==> src/rtl/row_scan_pkg.sv <==
package row_scan_pkg;

    typedef enum logic {
        SCAN_DOWN = 1'b0,
        SCAN_UP   = 1'b1
    } scan_dir_e;

    typedef struct packed {
        logic en;
        logic lvl;
    } chan_drive_t;

    typedef struct packed {
        logic a_out;
        logic a_oe;
        logic b_out;
        logic b_oe;
    } port_drive_t;

    // Picks the value belonging to the end selected by the direction.
    function automatic logic pick_end(scan_dir_e d, logic when_up, logic when_down);
        return (d == SCAN_UP) ? when_up : when_down;
    endfunction

endpackage

==> src/rtl/token_shifter.sv <==
module token_shifter
    import row_scan_pkg::*;
#(
    parameter int unsigned STAGES = 40
) (
    input  logic              clk,
    input  logic              rst,
    input  scan_dir_e         dir,
    input  logic              seed,
    output logic [STAGES-1:0] stages,
    output logic              exit_bit
);
    localparam logic [STAGES-1:0] LOW_ONE  = {{(STAGES-1){1'b0}}, 1'b1};
    localparam logic [STAGES-1:0] HIGH_ONE = LOW_ONE << (STAGES-1);

    always_ff @(posedge clk) begin
        if (rst) begin
            stages <= '0;
        end else if (seed) begin
            stages <= (dir == SCAN_UP) ? LOW_ONE : HIGH_ONE;
        end else if (dir == SCAN_UP) begin
            stages <= {stages[STAGES-2:0], 1'b0};
        end else begin
            stages <= {1'b0, stages[STAGES-1:1]};
        end
    end

    assign exit_bit = pick_end(dir, stages[STAGES-1], stages[0]);

    // an upward seed lands in the lowest stage
    p_seed_up_r2: assert property (@(posedge clk) disable iff (rst)
        (seed && dir == SCAN_UP) |=> (stages == LOW_ONE));

    // a downward seed lands in the highest stage
    p_seed_down_r4: assert property (@(posedge clk) disable iff (rst)
        (seed && dir == SCAN_DOWN) |=> (stages == HIGH_ONE));

    // shifting never invents a token
    p_no_new_token_r3: assert property (@(posedge clk) disable iff (rst)
        (!seed && stages == '0) |=> (stages == '0));

    // the register never holds more than one token
    p_single_token_r11: assert property (@(posedge clk) disable iff (rst)
        $onehot0(stages));

endmodule

==> src/rtl/cascade_tap.sv <==
module cascade_tap (
    input  logic clk,
    input  logic rst,
    input  logic exit_bit,
    output logic casc
);
    // Falling-edge capture: the chained device sees a stable value at its next rise.
    always_ff @(negedge clk) begin
        if (rst) casc <= 1'b0;
        else     casc <= exit_bit;
    end

    // a new cascade pulse lasts one clock because the token moves on
    p_casc_one_clock_r7: assert property (@(negedge clk) disable iff (rst)
        $rose(casc) |=> !casc);

endmodule

==> src/rtl/channel_decoder.sv <==
module channel_decoder
    import row_scan_pkg::*;
#(
    parameter int unsigned STAGES = 40
) (
    input  logic              clk,
    input  logic              rst,
    input  logic [STAGES-1:0] stages,
    input  logic              level_hi,
    input  logic              blank,
    output logic [STAGES-1:0] en_vec,
    output logic [STAGES-1:0] lvl_vec
);
    chan_drive_t drv [STAGES];

    for (genvar i = 0; i < STAGES; i++) begin : g_chan
        always_comb begin
            drv[i].en  = stages[i] & ~blank;
            drv[i].lvl = stages[i] & ~blank & level_hi;
        end
        assign en_vec[i]  = drv[i].en;
        assign lvl_vec[i] = drv[i].lvl;
    end

    // blanking leaves every channel undriven
    p_blank_hiz_r10: assert property (@(posedge clk) disable iff (rst)
        blank |-> (en_vec == '0));

    // driven level matches polarity on enabled channels, 0 elsewhere
    p_level_pol_r9: assert property (@(posedge clk) disable iff (rst)
        lvl_vec == (level_hi ? en_vec : '0));

endmodule

==> src/rtl/port_steer.sv <==
module port_steer
    import row_scan_pkg::*;
(
    input  logic        clk,
    input  logic        rst,
    input  scan_dir_e   dir,
    input  logic        a_in,
    input  logic        b_in,
    input  logic        casc,
    output logic        seed,
    output port_drive_t pd
);
    always_comb begin
        seed     = pick_end(dir, a_in, b_in);
        pd.a_oe  = (dir == SCAN_DOWN);
        pd.b_oe  = (dir == SCAN_UP);
        pd.a_out = pd.a_oe & casc;
        pd.b_out = pd.b_oe & casc;
    end

    // the input-side port is never driven
    p_in_side_quiet_r8: assert property (@(posedge clk) disable iff (rst)
        (dir == SCAN_UP) |-> (!pd.a_oe && !pd.a_out));

    p_in_side_quiet_dn_r8: assert property (@(posedge clk) disable iff (rst)
        (dir == SCAN_DOWN) |-> (!pd.b_oe && !pd.b_out));

endmodule

==> src/rtl/row_token_scanner.sv <==
module row_token_scanner
    import row_scan_pkg::*;
#(
    parameter int unsigned NUM_ROWS = 40
) (
    input  logic                clk,
    input  logic                rst,
    input  logic                scan_up,
    input  logic                level_hi,
    input  logic                blank,
    input  logic                end_a_in,
    output logic                end_a_out,
    output logic                end_a_oe,
    input  logic                end_b_in,
    output logic                end_b_out,
    output logic                end_b_oe,
    output logic [NUM_ROWS-1:0] row_en,
    output logic [NUM_ROWS-1:0] row_lvl
);
    scan_dir_e            dir;
    logic                 seed;
    logic                 exit_bit;
    logic                 casc;
    logic [NUM_ROWS-1:0]  stages;
    port_drive_t          pd;

    assign dir = scan_dir_e'(scan_up);

    port_steer u_steer (
        .clk(clk), .rst(rst), .dir(dir), .a_in(end_a_in), .b_in(end_b_in),
        .casc(casc), .seed(seed), .pd(pd)
    );

    token_shifter #(.STAGES(NUM_ROWS)) u_shift (
        .clk(clk), .rst(rst), .dir(dir), .seed(seed),
        .stages(stages), .exit_bit(exit_bit)
    );

    cascade_tap u_tap (
        .clk(clk), .rst(rst), .exit_bit(exit_bit), .casc(casc)
    );

    channel_decoder #(.STAGES(NUM_ROWS)) u_dec (
        .clk(clk), .rst(rst), .stages(stages), .level_hi(level_hi),
        .blank(blank), .en_vec(row_en), .lvl_vec(row_lvl)
    );

    assign end_a_out = pd.a_out;
    assign end_a_oe  = pd.a_oe;
    assign end_b_out = pd.b_out;
    assign end_b_oe  = pd.b_oe;

    // never more than one channel driven
    p_one_channel_r11: assert property (@(posedge clk) disable iff (rst)
        $onehot0(row_en));

    // the cycle after a reset edge shows no driven channel
    p_reset_clear_r1: assert property (@(posedge clk)
        rst |=> (row_en == '0));

endmodule

==> config.mk <==
export PLATFORM = sky130hd
export DESIGN_NAME = row_token_scanner
export DESIGN_NICKNAME = d
export VERILOG_FILES = /design/src/rtl/row_scan_pkg.sv /design/src/rtl/token_shifter.sv /design/src/rtl/cascade_tap.sv /design/src/rtl/channel_decoder.sv /design/src/rtl/port_steer.sv /design/src/rtl/row_token_scanner.sv
export SDC_FILE = /design/constraint.sdc
export NUM_CORES = 1
export LEC_CHECK = 0
export BUFFER_PORTS_ARGS = -buffer_cell sky130_fd_sc_hd__buf_4
export CAP_MARGIN = 20
export CORE_ASPECT_RATIO = 2
export CORE_MARGIN = 4
export CORE_UTILIZATION = 25
export DETAILED_ROUTE_END_ITERATION = 10
export GPL_TIMING_DRIVEN = 0
export MAX_ROUTING_LAYER = met4
export PLACE_DENSITY = 0.46
export REMOVE_ABC_BUFFERS = 1
export SLEW_MARGIN = 10
export SYNTH_ARGS = -nofsm -noshare
export SYNTH_HDL_FRONTEND = slang
export SYNTH_HIERARCHICAL = 1
export SYNTH_SLANG_ARGS = --single-unit
==> constraint.sdc <==
create_clock -name clk -period 2.57 [get_ports clk]
set_input_delay 0.3855 -clock clk [delete_from_list [all_inputs] [get_ports clk]]
set_output_delay 0.3855 -clock clk [all_outputs]
set_load 0.01 [all_outputs]
==> results of run 1 <==
-- Yosys cell counts --
master    instances  area share, %
buf_2            12            2.8
nand2_1           2           0.34
and3b_1          40             16
buf_6             1           0.52
clkbuf_2          1           0.23
and2_2            1           0.34
nor2b_4           1           0.63
inv_1             3           0.52
clkbuf_1          4           0.69
or2_1             1           0.29
o32ai_2           1           0.75
buf_4             5            1.7
and2b_2           1           0.40
nor2b_1          40             11
mux2_4            1           0.69
o22ai_1           1           0.29
dfxtp_1          41             38
mux2_2            1           0.52
mux2i_1          38             17
nor2_1           38            6.5
nand2b_1          1           0.29
-- per-layer routing --
metal,GRT usage [%],part of all wire [%]
met5,-,0
met4,4.58,1.8
met3,1.58,4.4
met2,19.3,54
met1,13.1,40
-- sequential cells by signal (all words and copies together) (netlist names) --
register	flops
u_tap/casc	1
u_shift/stages	40
-- cell families (layout without fill, tap and decap cells) --
group	count (synthesis)	count (layout)	share of synthesized area (%)
DFF	41	41	37.6
buffers and inverters	26	101	6.42
and+or+nand+nor	125	125	36.3
muxes	40	40	18.6
AOI/OAI and AO/OA	2	2	1.03
-- final cells by class --
class	count	area [µm²]
well taps	100	125
multi-input cells	167	1220
clock inverters	4	15.0
repair buffers	90	687
fillers	922	5590
clock buffers	5	125
inverters	2	7.51
flip-flops and latches	41	821
-- worst max-delay path: stages, from the launching register on --
cell	delay, ns
dfxtp_1	0.29
and2b_2	0.19
buf_6	0.12
-- repair_timing --
action                     in CTS  in global routing
resized for setup               2                  1
setup endpoints to repair       2                  3
hold buffers                    0                  0
-- worst max-delay path by stage --
stage	to	slack, ns	depth (start not counted)
after CTS	end_a_out	-0.05	2
final	end_a_out	-0.04	2
after global placement	u_tap/casc	-0.32	3
after global routing	end_a_out	-0.08	2
after detailed placement	u_tap/casc	-0.33	3
after floorplan	u_tap/casc	0.37	2
-- power by group through the flow --
stage / Sequential (mW) / Clock, mW / Combinational, mW
floorplan: 0.653 / 0.00487 / 0.0395
global placement: 0.654 / 0.00487 / 0.101
detailed placement: 0.654 / 0.00487 / 0.102
CTS: 0.640 / 0.607 / 0.103
global route: 0.641 / 0.637 / 0.110
finish: 0.641 / 0.583 / 0.101
-- placed cells by master (no fill, tap or decap), drive strengths merged --
master,instances
and2b,1
and3b,40
inv,6
mux2,2
nand2b,1
o22ai,1
o32ai,1
and2,1
or2,1
nand2,2
buf,90
nor2b,41
clkbuf,5
dfxtp,41
nor2,38
mux2i,38
-- metrics by stage --
step	cell area, µm²	hold slack [ns]	util, %	setup WS, ns
floorplan	2050	0.463	-	0.373
global placement	2860	0.494	33.2	-0.324
detailed placement	2860	0.493	33.2	-0.331
CTS	3000	0.331	34.9	-0.0495
global route	3000	0.342	35.0	-0.0776
finish	3000	0.342	35.0	-0.0368
==> results.json, run 1 <==
{
  "result_of_the_run": "complete, but fails checks",
  "violated_checks": "negative setup slack",
  "final_report_setup_violation_count": 2,
  "grt.overflow.total": 0,
  "arrival_ns": 2.22,
  "crit_type": "reg2out",
  "tightest_slew_ns": 0.781,
  "irDropWorstVdd_mv": 0.263,
  "area_growth_pct": 37.5,
  "route.detailed.drc": 0,
  "p_sw_share_pct": 22.4,
  "die-area_um2": 10400,
  "grt_start_max_net_pins": 81,
  "rsz_0062_raised_after_global_routing": "yes",
  "tritoncts.num_buffers": 5,
  "place.detailed.instances": 401,
  "post_cts.repair.setup_buffers": 0,
  "power_mw": 1.32,
  "antenna_found_initial": 0,
  "grt.total_usage_pct": 11.4,
  "min-delay-path-class": "in2reg",
  "worst_slack_ns": -0.0368,
  "pin_count": 91,
  "reg2reg_from": "u_shift/stages[39]",
  "grt_pass1_wl_mm": 9.03,
  "routed_wire_length_per_instance_um": 14.0,
  "port_buffers": 90,
  "timing.hold.worst_endpoint": "u_shift/stages[0]",
  "clkSinkCount": 41,
  "filler_free_cell_count_of_the_finished_design": 409,
  "core.rowCount": 48,
  "setup_tns_after_final_layout_ns": -0.0694,
  "cts.htree.levels": 2,
  "route.antenna.remaining_nets": 0,
  "drive_above_1_share_pct": 33.0,
  "r2r_slack_ns": 0.52,
  "clk_pin_slew_ns": 0.06,
  "routed_via_count": 1781,
  "power_per_cell_area_nw_per_um2": 441,
  "timing_hold_violations_final": 0,
  "fin_worst_skew_ns": 0.0695,
  "internal_power_mw": 1.03,
  "critical_path_peak_fanout": 2,
  "globalplace.congestion": 0.662,
  "synthesis.instances": 234,
  "net-switching-power_mw": 0.296,
  "worst_setup_path_start_kind": "register",
  "slew_viol_final": 0,
  "power_frac_clock_pct": 44.0,
  "slew-limit-headroom_pct": 47.9,
  "r2r_cells": 2,
  "cap_viol_max_count": 0,
  "whs_path_depth": 2,
  "ys_ff_latch": 41,
  "worst_setup_path_startpoint": "u_tap/casc",
  "fp.coreArea_um2": 8590,
  "skew_pair_late_insertion_delay_ns": 0.34,
  "worstSetupEndpointType": "output pin",
  "synth_cell_type_count": 21,
  "holdCritStartpoint": "rst",
  "dr.pass1.iters": 4,
  "seq_power_share_pct": 48.4,
  "dr.first_iter.drc_count": 71,
  "chipHeight_um": 140,
  "diodes": 0,
  "syn-mean-instance-area_um2": 9.33,
  "initial_utilization_pct": 25.4,
  "post-dp-hpwl_mm": 3.97,
  "count_of_synthesis_stage_warnings_from_yosys": 6,
  "die_w_um": 74.1,
  "tritoncts": "built",
  "via_per_inst": 4.35,
  "critical_path_required_ns": 2.18,
  "r2r_end": "u_tap/casc",
  "synth_sequential_area_ratio_pct": 37.6,
  "root_buffer": "clkbuf_16",
  "post_synth_instance_area_um2": 2180,
  "via_count_of_the_first_global_routing_pass": 1695,
  "comb_power_share_pct": 7.6,
  "nets": 315,
  "total_leakage_power_nw": 1.57,
  "clock_tree.buffer_depth": 2,
  "wl_mm": 5.74
}
(Power assumes the default switching activity.)
==> inputs of run 2 (changes only) <==
--- a/config.mk
+++ b/config.mk
@@ -18,5 +18,4 @@
 export SLEW_MARGIN = 10
 export SYNTH_ARGS = -nofsm -noshare
 export SYNTH_HDL_FRONTEND = slang
-export SYNTH_HIERARCHICAL = 1
 export SYNTH_SLANG_ARGS = --single-unit
==> results.json, run 2 <==
{
  "critical_path_required_ns": 2.18,
  "tritoncts.num_buffers": 5,
  "clock_tree.buffer_depth": 2,
  "tightest_slew_ns": 0.782,
  "area_growth_pct": 40.8,
  "routed_via_count": 2011,
  "postSynth.topFlopCell": "dfxtp_1",
  "post_synth_instance_area_um2": 2210,
  "biggestRegsByFlops": "u_shift.stages x40, u_tap.casc x1",
  "cts.htree.levels": 2,
  "dr.pass1.iters": 4,
  "globalplace.congestion": 0.701,
  "port_buffers": 90,
  "arrival_ns": 2.19,
  "skew_pair_late_insertion_delay_ns": 0.35,
  "synthesis.instances": 259,
  "nets": 339,
  "dr.first_iter.drc_count": 144,
  "diodes": 0,
  "grt.overflow.total": 0,
  "critical_path_peak_fanout": 2,
  "post-dp-hpwl_mm": 4.43,
  "slew_viol_final": 0,
  "violated_checks": "negative setup slack",
  "route.detailed.drc": 0,
  "max_flop_register": "u_shift.stages",
  "r2r_slack_ns": 0.68,
  "chipHeight_um": 141,
  "final_report_setup_violation_count": 2,
  "setup_tns_after_final_layout_ns": -0.0141,
  "core.rowCount": 48,
  "crit_type": "reg2out",
  "routed_wire_length_per_instance_um": 15.4,
  "slew-limit-headroom_pct": 47.7,
  "timing_hold_violations_final": 0,
  "largest_reg_flops": 40,
  "route.antenna.remaining_nets": 0,
  "total_leakage_power_nw": 1.24,
  "tritoncts": "built",
  "synth_top_area_share_pct": 37.2,
  "cap_viol_max_count": 0,
  "synth-edff-count": 0,
  "top_library_cells_by_usage_in_the_layout_fill_and_taps_aside": "buf_4 (89), and2_1 (40), dfxtp_1 (40)",
  "max_stage_delay_ns": 0.30,
  "wl_mm": 6.68,
  "ys_async_sr_fraction_pct": 0,
  "pin_count": 91,
  "fin_worst_skew_ns": 0.0755,
  "initial_utilization_pct": 25.5,
  "worstSetupEndpointType": "output pin",
  "path_cells": "and2_4, buf_6",
  "min-delay-path-class": "in2reg",
  "yosys-top-cells-area": "dfxtp_1 (37%), o32ai_1 (12%), and2_1 (12%)",
  "rsz_0062_raised_after_global_routing": "yes",
  "path_buf_inv": 1,
  "result_of_the_run": "complete, but fails checks",
  "via_count_of_the_first_global_routing_pass": 2034,
  "antenna_found_initial": 0,
  "clkSinkCount": 41,
  "critical_path.top_delay_family": "flip-flops",
  "synth_area_leader_cell": "dfxtp_1",
  "clk_pin_slew_ns": 0.06,
  "count_of_synthesis_stage_warnings_from_yosys": 0,
  "synth_top_cells_by_count": "and2_1 (41), dfxtp_1 (41), nand2b_1 (40)",
  "drive_above_1_share_pct": 34.5,
  "grt_pass1_wl_mm": 10.4,
  "worst_setup_path_start_kind": "register",
  "irDropWorstVdd_mv": 0.217,
  "grt_start_max_net_pins": 42,
  "via_per_inst": 4.64,
  "fp.coreArea_um2": 8650,
  "power_per_cell_area_nw_per_um2": 455,
  "critPathSlowestCell": "dfxtp_2",
  "die_w_um": 74.5,
  "root_buffer": "clkbuf_16",
  "grt.total_usage_pct": 13.0,
  "post_cts.repair.setup_buffers": 0,
  "synth_cell_type_count": 15,
  "filler_free_cell_count_of_the_finished_design": 433,
  "cts.repair.resized": 3,
  "place.detailed.instances": 425,
  "syn-mean-instance-area_um2": 8.53,
  "worst_slack_ns": -0.00800,
  "synth_sequential_area_ratio_pct": 37.2,
  "die-area_um2": 10500,
  "cts_hold_repair.buffers": 0,
  "mostFrequentLayoutCell": "buf_4",
  "ys_ff_latch": 41
}
==> run 2: cell count changes in the layout (fill, tap and decap cells not counted), sizes merged, moves of 15 or more <==
cell / delta
o32ai: +39
and2: +40
mux2i: -37
nor2: -15
inv: +20
nor2b: -21
and3b: -40
nand2b: +39
==> run 2: final cells by class <==
| type | instances | area (µm²) |
|---|---|---|
| well taps | 100 | 125 |
| fillers | 925 | 5540 |
| flip-flops and latches | 41 | 822 |
| inverters | 25 | 93.8 |
| repair buffers | 92 | 734 |
| clock buffers | 7 | 153 |
| multi-input cells | 166 | 1170 |
| clock inverters | 2 | 8.76 |
==> run 2: worst register-to-register path, cell delays in order, from the launching register on <==
cell,delay (ns)
dfxtp_1,0.36
mux2i_1,0.15
nor2_1,0.05
==> run 2: final timing paths <==
path | start | end | cells past startpoint
min reg2reg | u_shift.stages[38] | u_shift.stages[37] | 2
max reg2reg | u_shift.stages[39] | u_tap.casc | 2
max | u_tap.casc | end_b_out | 2
min | scan_up | u_shift.stages[31] | 2
==> run 2: kinds of logic (layout without fill, tap and decap cells) <==
logic type / Yosys count / count (layout) / synth area share [%]
and+or+nand+nor: 125 / 125 / 32.8
buffers and inverters: 52 / 126 / 10.3
DFF: 41 / 41 / 37.2
AOI/OAI and AO/OA: 40 / 40 / 19.3
muxes: 1 / 1 / 0.453
==> run 2: per-layer routing <==
metal / track usage (%) / share of wire (%) / vias to the layer above
li1: - / - / 998
met1: 14.0 / 38 / 950
met2: 23.6 / 55 / 56
met3: 1.57 / 4.7 / 7
met4: 4.78 / 1.6 / 0
met5: - / 0 / -
==> run 2: report_power, final <==
group          total [mW]  switching (mW)  internal, mW  leakage [nW]
Clock               0.664           0.251         0.413        0.0852
Combinational       0.111          0.0721        0.0384         0.822
Sequential          0.640         0.00205         0.638         0.331
Total                1.41           0.325          1.09          1.24
==> run 2: per-stage QoR <==
stage / utilization, % / setup slack, ns / instance area [µm²] / power (mW) / hold WS, ns
after global placement: 33.3 / -0.749 / 2880 / 0.757 / 0.478
after floorplan: - / 0.402 / 2080 / 0.698 / 0.462
after global routing: 36.0 / -0.0424 / 3110 / 1.47 / 0.418
final: 36.0 / -0.00800 / 3110 / 1.41 / 0.394
after CTS: 36.0 / -0.0202 / 3110 / 1.44 / 0.391
after detailed placement: 34.0 / 0.337 / 2940 / 0.770 / 0.496
==> inputs of run 3 (changes only) <==
--- a/config.mk
+++ b/config.mk
@@ -7,7 +7,7 @@
 export LEC_CHECK = 0
 export BUFFER_PORTS_ARGS = -buffer_cell sky130_fd_sc_hd__buf_4
 export CAP_MARGIN = 20
-export CORE_ASPECT_RATIO = 2
+export CORE_ASPECT_RATIO = 0.5
 export CORE_MARGIN = 4
 export CORE_UTILIZATION = 25
 export DETAILED_ROUTE_END_ITERATION = 10
==> results.json, run 3 (same netlist as run 2, synthesis figures left out) <==
{
  "tritoncts.num_buffers": 5,
  "tritoncts": "built",
  "critPathSlowestCell": "dfxtp_2",
  "post-dp-hpwl_mm": 4.31,
  "worst_setup_path_start_kind": "register",
  "nets": 339,
  "skew_pair_late_insertion_delay_ns": 0.34,
  "via_per_inst": 4.50,
  "max_stage_delay_ns": 0.32,
  "root_buffer": "clkbuf_16",
  "arrival_ns": 2.20,
  "cts.htree.levels": 2,
  "largest_reg_flops": 40,
  "top_library_cells_by_usage_in_the_layout_fill_and_taps_aside": "buf_4 (89), and2_1 (40), dfxtp_1 (40)",
  "die_w_um": 141,
  "clkSinkCount": 41,
  "max_flop_register": "u_shift.stages",
  "area_growth_pct": 39.7,
  "chipHeight_um": 74.5,
  "crit_type": "reg2out",
  "routed_via_count": 2004,
  "initial_utilization_pct": 26.6,
  "port_buffers": 90,
  "wl_mm": 6.21,
  "dr.first_iter.drc_count": 104,
  "tightest_slew_ns": 0.834,
  "result_of_the_run": "complete, but fails checks",
  "cap_viol_max_count": 0,
  "power_per_cell_area_nw_per_um2": 433,
  "grt.overflow.total": 0,
  "slew_viol_final": 0,
  "final_report_setup_violation_count": 2,
  "via_count_of_the_first_global_routing_pass": 2062,
  "place.detailed.instances": 437,
  "rsz_0062_raised_after_global_routing": "yes",
  "core.rowCount": 23,
  "post-route-cell-area_um2": 3090,
  "total_leakage_power_nw": 1.21,
  "grt.total_usage_pct": 12.3,
  "violated_checks": "negative setup slack",
  "grt_start_max_net_pins": 42,
  "path_cells": "nor2b_1, buf_4",
  "worst_slack_ns": -0.0127,
  "detailed_place.area_um2": 2940,
  "pin_count": 91,
  "worstSetupEndpointType": "output pin",
  "route.detailed.drc": 0,
  "clk_pin_slew_ns": 0.05,
  "grt_pass1_wl_mm": 10.3,
  "antenna_found_initial": 0,
  "irDropWorstVdd_mv": 0.246,
  "filler_free_cell_count_of_the_finished_design": 445,
  "diodes": 0,
  "power_mw": 1.34,
  "biggestRegsByFlops": "u_shift.stages x40, u_tap.casc x1",
  "fin_worst_skew_ns": 0.0689,
  "mostFrequentLayoutCell": "buf_4",
  "clock_tree.buffer_depth": 2,
  "die-area_um2": 10500,
  "critical_path_required_ns": 2.18,
  "fp.coreArea_um2": 8290,
  "drive_above_1_share_pct": 33.6,
  "timing_hold_violations_final": 0,
  "final.fill_count": 898,
  "slew-limit-headroom_pct": 44.4,
  "critical_path_peak_fanout": 2,
  "route.antenna.remaining_nets": 0,
  "routed_wire_length_per_instance_um": 13.9,
  "dr.pass1.iters": 4,
  "cts_hold_repair.buffers": 0,
  "min-delay-path-class": "in2reg",
  "globalplace.congestion": 0.678
}
[run 3: cell types whose count changed in the layout (fill, tap and decap cells not counted), sizes merged]
cell    delta
clkbuf     +1
clkinv     -1
[run 3: cell type report]
class / count / area, µm² / share of cell area, %
clock inverters: 1 / 3.75 / 0.122
well taps: 112 / 140 / 4.54
repair buffers: 92 / 722 / 23.4
inverters: 25 / 93.8 / 3.04
multi-input cells: 166 / 1170 / 37.8
flip-flops and latches: 41 / 822 / 26.6
clock buffers: 8 / 136 / 4.42
[run 3: what timing repair did]
item,CTS,global route
resized for setup,3,0
setup buffers,0,0
endpoints found under the setup margin,2,2
[run 3: worst max-delay path: cells and delay by family, from the launching register on]
family,cells,cell delay (ns)
flops,1,0.32
buf+inv,1,0.13
simple gates,1,0.13
[run 3: final timing paths]
| path | startpoint | to | slack, ns | depth (start not counted) |
|---|---|---|---|---|
| setup / recovery | u_tap.casc | end_a_out | -0.01 | 2 |
| hold / removal | scan_up | u_shift.stages[31] | 0.42 | 2 |
| setup reg to reg | u_shift.stages[0] | u_tap.casc | 0.72 | 2 |
| hold reg to reg | u_shift.stages[38] | u_shift.stages[37] | 0.49 | 2 |
[run 3: routing by layer]
| layer | vias to the layer above | track usage [%] | routed length, µm |
|---|---|---|---|
| met4 | 0 | 2.58 | 36 |
| met2 | 39 | 22.1 | 3200 |
| li1 | 1001 | - | - |
| met1 | 962 | 14.7 | 2740 |
| met5 | - | - | 0 |
| met3 | 2 | 2.44 | 227 |
[run 3: power breakdown]
group          switching [mW]  leakage (nW)  total [mW]  internal (mW)
combinational          0.0690         0.812       0.105         0.0357
clock                   0.228        0.0705       0.591          0.363
sequential            0.00187         0.331       0.640          0.638
[run 3: per-stage QoR]
| stage | setup TNS (ns) | utilization, % | setup slack, ns | hold slack, ns |
|---|---|---|---|---|
| floorplan | 0 | - | 0.402 | 0.462 |
| global placement | -24.08 | 34.9 | -0.636 | 0.480 |
| detailed placement | 0 | 35.5 | 0.314 | 0.486 |
| CTS | -0.0401 | 37.2 | -0.0201 | 0.412 |
| global route | -0.102 | 37.2 | -0.0569 | 0.414 |
| finish | -0.0242 | 37.2 | -0.0127 | 0.418 |
